[config.mk]
export PLATFORM = sky130hd
export DESIGN_NAME = baud_tick_gen
export DESIGN_NICKNAME = d
export VERILOG_FILES = /design/src/rtl/baud_tick_gen.sv
export SDC_FILE = /design/constraint.sdc
export NUM_CORES = 1
export LEC_CHECK = 0
export BUFFER_PORTS_ARGS = -buffer_cell sky130_fd_sc_hd__clkbuf_2
export CAP_MARGIN = 10
export CORE_MARGIN = 3
export CORE_UTILIZATION = 60
export DETAILED_ROUTE_END_ITERATION = 6
export GPL_ROUTABILITY_DRIVEN = 0
export GPL_TIMING_DRIVEN = 0
export PLACE_DENSITY = 0.81
export SYNTH_ARGS = -nofsm -noshare
export SYNTH_HDL_FRONTEND = slang
export SYNTH_SLANG_ARGS = --single-unit
[constraint.sdc]
create_clock -name clk -period 6.6 [get_ports clk]
set_input_delay 0.33 -clock clk [delete_from_list [all_inputs] [get_ports clk]]
set_output_delay 0.33 -clock clk [all_outputs]
set_load 0.02 [all_outputs]
[src/rtl/baud_tick_gen.sv]
module baud_tick_gen #(
  parameter int IDIV_W  = 16,
  parameter int FDIV_W  = 6,
  parameter int LPDIV_W = 8
) (
  input  logic               clk,
  input  logic               rst_n,
  input  logic               enable,
  input  logic [IDIV_W-1:0]  int_div,
  input  logic [FDIV_W-1:0]  frac_div,
  input  logic [LPDIV_W-1:0] lp_div,
  output logic               tick16,
  output logic               lp_tick
);

  logic [IDIV_W-1:0]  cnt, idiv_q;
  logic [FDIV_W-1:0]  acc, fdiv_q;
  logic               ext;
  logic [LPDIV_W-1:0] lp_cnt, lp_q;

  wire main_on     = enable && (int_div > IDIV_W'(1));
  wire main_reload = (int_div != idiv_q) || (frac_div != fdiv_q);
  wire [IDIV_W-1:0] limit   = int_div - IDIV_W'(1) + IDIV_W'(ext);
  wire [FDIV_W:0]   acc_sum = {1'b0, acc} + {1'b0, frac_div};
  wire main_hit    = (cnt == limit);

  wire lp_on     = enable && (lp_div > LPDIV_W'(1));
  wire lp_reload = (lp_div != lp_q);
  wire [LPDIV_W-1:0] lp_limit = lp_div - LPDIV_W'(1);
  wire lp_hit    = (lp_cnt == lp_limit);

  always_ff @(posedge clk or negedge rst_n) begin
    if (!rst_n) begin
      cnt    <= '0;
      acc    <= '0;
      ext    <= 1'b0;
      idiv_q <= '0;
      fdiv_q <= '0;
      tick16 <= 1'b0;
    end else begin
      idiv_q <= int_div;
      fdiv_q <= frac_div;
      if (!main_on || main_reload) begin
        cnt    <= '0;
        acc    <= '0;
        ext    <= 1'b0;
        tick16 <= 1'b0;
      end else if (main_hit) begin
        cnt        <= '0;
        {ext, acc} <= acc_sum;
        tick16     <= 1'b1;
      end else begin
        cnt    <= cnt + IDIV_W'(1);
        tick16 <= 1'b0;
      end
    end
  end

  always_ff @(posedge clk or negedge rst_n) begin
    if (!rst_n) begin
      lp_cnt  <= '0;
      lp_q    <= '0;
      lp_tick <= 1'b0;
    end else begin
      lp_q <= lp_div;
      if (!lp_on || lp_reload) begin
        lp_cnt  <= '0;
        lp_tick <= 1'b0;
      end else if (lp_hit) begin
        lp_cnt  <= '0;
        lp_tick <= 1'b1;
      end else begin
        lp_cnt  <= lp_cnt + LPDIV_W'(1);
        lp_tick <= 1'b0;
      end
    end
  end

  assert_single_main_R2: assert property (@(posedge clk) disable iff (!rst_n)
    tick16 |=> !tick16);

  assert_single_lp_R2: assert property (@(posedge clk) disable iff (!rst_n)
    lp_tick |=> !lp_tick);

  assert_cnt_bound_R1: assert property (@(posedge clk) disable iff (!rst_n)
    (main_on && !main_reload) |-> (cnt <= limit));

  assert_lp_bound_R7: assert property (@(posedge clk) disable iff (!rst_n)
    (lp_on && !lp_reload) |-> (lp_cnt <= lp_limit));

  assert_enabled_before_tick_R6: assert property (@(posedge clk) disable iff (!rst_n)
    tick16 |-> $past(enable));

  assert_lp_div_valid_R8: assert property (@(posedge clk) disable iff (!rst_n)
    lp_tick |-> ($past(lp_div) > LPDIV_W'(1)));

endmodule

* Word-level counts from Yosys, hierarchy flattened
Index checks and enable logic that the tools add are counted.
** Cells by class
- Equality and inequality tests :: 5
- Multiplexer cells :: 12
- Add/subtract/negate cells :: 6
- Reduce and logical (&&, ||, !) cells :: 8
- Order comparisons :: 2
** Operator list (number)
- 16-bit two-way mux :: 2
- 16-bit by 1-bit adder with 16-bit output :: 1
- 16-bit by 1-bit adder with 16-bit output (second input constant) :: 1
- 16-bit equality test :: 1
- 16-bit by 1-bit > comparator with 1-bit output (second input constant) :: 1
- 8-bit two-way mux :: 2
- 16-bit != test :: 1
- 16-bit by 1-bit subtractor with 16-bit output (second input constant) :: 1
- 6-bit two-way mux :: 2
- 8-bit by 1-bit adder with 8-bit output (second input constant) :: 1
- 8-bit equality test :: 1
- 8-bit by 1-bit > comparator with 1-bit output (second input constant) :: 1
- 8-bit != test :: 1
- 8-bit by 1-bit subtractor with 8-bit output (second input constant) :: 1
- 6-bit by 6-bit adder with 7-bit output :: 1
- 1-bit two-way mux :: 6
- 6-bit != test :: 1
- 1-bit logical OR :: 3
- 1-bit logical AND :: 2
- 1-bit logical NOT :: 2
- 2-bit nonzero test :: 1
** Word-level totals
- Word-level logic and storage cells :: 42
- Output and inout bits :: 2
- Register bits :: 63
- Input port bits :: 33

* Longest topological paths before layout
- Depth in word-level cells :: 5
- Mapped depth :: 11
- Mapped depth without buffers :: 10

* Worst setup path after synthesis
No wires, ideal clock.
- Path type :: flip-flop to flip-flop
- From :: register ext
- To :: register acc[2]
- Required time :: 6.500 ns
- Data arrival time :: 2.610 ns
- Stages on the path, launching flop included :: 12
- Clock period less this slack :: 2.710 ns
- Path buffers :: 1
- Setup slack :: 3.890 ns
- Library setup time :: 0.100 ns
- Path through :: dfrtp_1 inv_1 ha_1 ha_1 or3b_4 a2111oi_2 o32ai_1 nor4_4 and4bb_1 buf_6 a21oi_1 a311oi_1
** Between the ends
- Word-level cells in the longest chain between the ends :: 3
** RTL lines
- from (decl) :: line 18 : logic ext;
- from (signal assigned) :: line 50 : {ext, acc} <= acc_sum;
- 16-bit by 1-bit adder with 16-bit output :: line 23 : wire [IDIV_W-1:0] limit = int_div - IDIV_W'(1) + IDIV_W'(ext);
- 16-bit equality test :: line 25 : wire main_hit = (cnt == limit);
- 2-bit nonzero test (no source line)
- to (signal assigned) :: line 50
- to (decl) :: line 17 : logic [FDIV_W-1:0] acc, fdiv_q;
No other way between the ends.
A chain may end at the register's enable or synchronous reset.

* Worst setup path after layout
- From :: register ext
- To :: register cnt[14]
** Between the ends
- Word-level cells in the longest chain between the ends :: 4
** RTL lines
- 16-bit by 1-bit adder with 16-bit output :: line 23
- 16-bit equality test :: line 25
- 16-bit two-way mux :: line 48 : end else if (main_hit) begin
- 16-bit two-way mux :: line 43 : if (!main_on || main_reload) begin
- to (signal assigned) :: line 53 : cnt <= cnt + IDIV_W'(1);
- to (decl) :: line 16 : logic [IDIV_W-1:0] cnt, idiv_q;
No other way between the ends.

==> results <==
- For the final routed database, the setup TNS stands at 0 ns.
- The endpoint identified for the worst register-to-register timing path is cnt[14].
- The cell family with the largest share of critical-path delay is simple AND/OR/NAND/NOR gates.
- Data on the critical path arrives at its endpoint at between 3 and 4 ns.
- The die covers approximately 0.007 mm^2.
- The count of H-tree levels built during CTS is 3.
- Once detail routing completed, the nets flagged for antenna violations numbered 0.
- Global routing finished with a remaining overflow of 0.
- The Yosys step of the flow raised 0 warnings.
- Along the worst hold path, the cell count comes to 1.
- Of all nets on the critical path, the largest fanout is 10.
- Summed over all nets, wire length on met2 after detailed routing comes to roughly 3.7 mm.
- The internal power consumption is ~660 uW.
- The tightest slew margin relative to the limit is ~44%.
- After synthesis, the cell types taking the most area are sky130_fd_sc_hd__dfrtp_1 43%, sky130_fd_sc_hd__xnor2_1 14%, sky130_fd_sc_hd__xor2_1 4.8%.
- The worst hold path startpoint is int_div[3].
- The detailed router put a total of around 3.5 mm of wire on met1.
- Setup repair after global routing left no endpoint under its margin.
- The standard-cell row count is 27.
- The cell with the most instances after synthesis is sky130_fd_sc_hd__dfrtp_1.
- The final hold violation count came to 0.
- The signal on the critical path passes through inv_1 -> ha_1 -> ha_1 -> clkbuf_1 -> nand3_1 -> or4_1 -> a221o_1 -> o21bai_4 -> buf_4 -> nor2_1.
- The buffers inserted during post-CTS setup optimization is 0.
- The post-route netlist has between 10% and 20% of its cells at a drive strength greater than 1.
- The flow ran to the end, and the final reports show no timing, DRC or antenna violations.
- The most instantiated flip-flop cell in the synthesis netlist is sky130_fd_sc_hd__dfrtp_1.
- The worst hold path class is primary input to flop.
- The routed via count is 2777.
- The first routing iteration left just under 100 violations.
- Synthesis produced approximately 360 cells.
- The x dimension of the die is between 80 and 90 um.
- For the pin with the worst max-slew slack, the measured transition is 0.837 ns.
- The cell area after placement is 0.00395 mm^2.
- The startpoint kind of the worst setup timing path is a flop.
- Based on the critical path, the design can be clocked at up to about 320 MHz.
- The count of pins over their slew limit was 0.
- The reported leakage power is between 0.0015 and 0.002 uW.
- After clock tree synthesis, the clock-pin slew on the worst setup and hold paths is about 0.070 ns.
- The worst hold path terminates at idiv_q[3].
- In this run, distinct cell masters in the synthesized netlist total 61.
- The number of buffers added by the clock tree synthesis step is 9.
- The filler cell count is between 300 and 400.
- The startpoint of the worst register-to-register path is ext.
- The via density per instance is just under 6.
- The number of nets in the layout is between 400 and 500.
- The maximum resistive drop on vdd is approximately 150 uV.
- The detailed route wirelength on metal3 is about 470 um.
- The post-route clock skew is between 0.009 and 0.01 ns.
- The overall fraction of global-route tracks in use is 22.9%.
- The number of antenna violations at the first check in global routing is 0.
- The sequential power share is between 40% and 50%.
- The minimum period implied by the final worst setup slack is about 3.1 ns.
- For this configuration, the core starts out at a cell density of about 65%.
- Dividing the final minimum period by the clock period gives between 40 and 50%.
- For this design the top-level I/O count stands at 35.
- The number of global-route vias before repair was 2719.
- The reg2reg setup slack is 3.46 ns.
- Sequential elements use a little over two fifths of the synthesized area.
- Max-cap violations in this run came to 0.
- Cells fill about three quarters of the core in the end.
- The share of power burned in combinational logic is 10.6%.
- The region available for standard cell placement spans ~0.0057 mm^2.
- Detailed placement ended at an HPWL of roughly 5.6 mm.
- The kind of critical path is flop to flop.
- The post-synthesis register bit count is 63.
- Counting flops with a built-in enable in the synthesized netlist gives 0.
- The post-synthesis to final-layout area growth is 13.1%.
- The maximum count of clock buffers along a single path is 2.
- Sorting the synthesized cells by how often they occur yields 63 x sky130_fd_sc_hd__dfrtp_1, 61 x sky130_fd_sc_hd__xnor2_1, 36 x sky130_fd_sc_hd__nor2_1, 20 x sky130_fd_sc_hd__nand3_1, 20 x sky130_fd_sc_hd__xor2_1.
- The relative contribution of the clock network to total power is ~43%.
- After routing the design area is approximately 0.0042 mm^2.
- The total of endpoints with negative setup slack in the final report is 0.
- In this run the clock root is driven by a sky130_fd_sc_hd__clkbuf_8.
- Net switching is 24.4% of the power.
- The number of remaining DRC errors is 0.
- The top cell type's share of synthesized area is between 40 and 50%.
- The total power divided by cell area is roughly 210 mW/mm^2.
- The proportion of synthesized flip-flops having asynchronous set or reset is 100%.
- Setup slack closes at between 3 and 4 ns.
- The count of buffering cells on the critical path with inverters included is 3.
- In this run the top signal layer used is met4.
- The height of the die is approximately 84 um.
- The critical path's most frequent cell is sky130_fd_sc_hd__ha_1.
- The number of iterations in the first detailed-routing pass is 4.
- The first global-routing pass estimated 13.0 mm of wire.
- The worst path required time is approximately 6.8 ns.
- Counting every net in the synthesized netlist gives about 410.
- During placement, the flow inserted port buffers numbering 34.
- The pre-CTS setup slack is around 3.4 ns.
- The routed length per placed instance is 16.2 um.
- The repair_antennas step left the layout with diodes totalling 0.
- The slowest stage of the critical path belongs to the cell sky130_fd_sc_hd__or4_1.
- The net switching power of the design is 211 uW.
- The maximum number of pins on one net before global-route repair is 64.
- For the worst flop-to-flop path, the logic depth is 10.
- The clock reaches the later pin of the worst-skew pair after about 0.35 ns.
- CTS saw between 60 and 70 sinks.
- After synthesis the cells add up to 0.00368 mm^2.
- Gates resized during post-CTS repair numbered 0.
- For this design, the CTS-stage hold fixing added 0 buffers.
- In this run the mean area of a mapped cell was approximately 10 um^2.
- TritonCTS built the clock tree.
- The final routed wirelength across all metal layers is between 7 and 8 mm.
- On the worst path, the slowest cell contributes a delay of between 0.6 and 0.7 ns.
- The sort of element at the end of the critical path is a flop.
- The post-synthesis cell type with the largest combined area is sky130_fd_sc_hd__dfrtp_1.
## metrics by stage
step | hold WS, ns | total power [uW] | cells
detailed placement | 0.452 | 498 | 465
floorplan | 0.0344 | 459 | 359
global route | 0.0916 | 904 | 481
CTS | 0.0840 | 873 | 481
global placement | 0.449 | 494 | 465
finish | 0.0914 | 866 | 481
## sequential cells by signal, summed over array words and instances, names as in the netlist
name	cells
ext	1
fdiv_q	6
lp_q	8
lp_cnt	8
lp_tick	1
tick16	1
cnt	16
idiv_q	16
acc	6
## routing by layer
| layer | track usage (%) | up-vias |
|---|---|---|
| met4 | 10.1 | 0 |
| met1 | 31.9 | 1329 |
| li1 | - | 1348 |
| met2 | 34.5 | 86 |
| met5 | 0 | - |
| met3 | 4.81 | 14 |
## worst max path at each step
stage                     from  endpoint  depth (start not counted)
CTS                        ext    cnt[8]                         10
global route               ext   cnt[10]                         10
floorplan                  ext    acc[2]                         11
global placement    int_div[0]    cnt[7]                         11
finish                     ext   cnt[14]                         10
detailed placement  int_div[0]   cnt[10]                         11
## power by group through the flow
stage / logic (uW) / clock network, uW / registers [uW]
5_1_grt: 102 / 402 / 400
3_3_place_gp: 88.0 / 0 / 407
4_1_cts: 92.5 / 381 / 400
3_5_place_dp: 91.3 / 0 / 407
6_report: 92.1 / 375 / 400
2_1_floorplan: 52.8 / 0 / 406
## cell usage in the layout (no fill, tap or decap), drive strengths merged, types with 2 or more instances in the layout
cell type,instances
nand4,10
a311oi,3
buf,5
and3,4
bufinv,2
dfrtp,63
clkbuf,51
o21ai,15
mux2i,2
nor4,7
nand2b,3
ha,12
a21oi,14
nor3,9
xor2,20
nor2,36
nand3,20
nor4b,2
clkinv,4
or4,2
o21bai,3
nand2,11
xnor2,61
a31oi,3
inv,13
or3,5
## cells by family after synthesis
| logic type | after synthesis | synth area share, % |
|---|---|---|
| compound gates | 53 | 10.5 |
| xor+xnor | 81 | 19.3 |
| fa+ha+maj | 13 | 4.62 |
| buf+inv | 25 | 3.12 |
| flops | 63 | 42.8 |
| mux | 3 | 0.849 |
| simple gates | 121 | 18.9 |
## cell type report
| type | instances | area [um^2] | area share, % |
|---|---|---|---|
| plain buffers | 12 | 66.3 | 1.59 |
| clock buffers | 10 | 138 | 3.30 |
| clock inverters | 6 | 83.8 | 2.01 |
| inverters | 13 | 48.8 | 1.17 |
| multi-input cells | 271 | 1990 | 47.8 |
| flip-flops and latches | 63 | 1580 | 37.8 |
| well taps | 72 | 90.1 | 2.16 |
| repair buffers | 34 | 173 | 4.14 |
No activity file was read; power rests on OpenSTA's default activity.
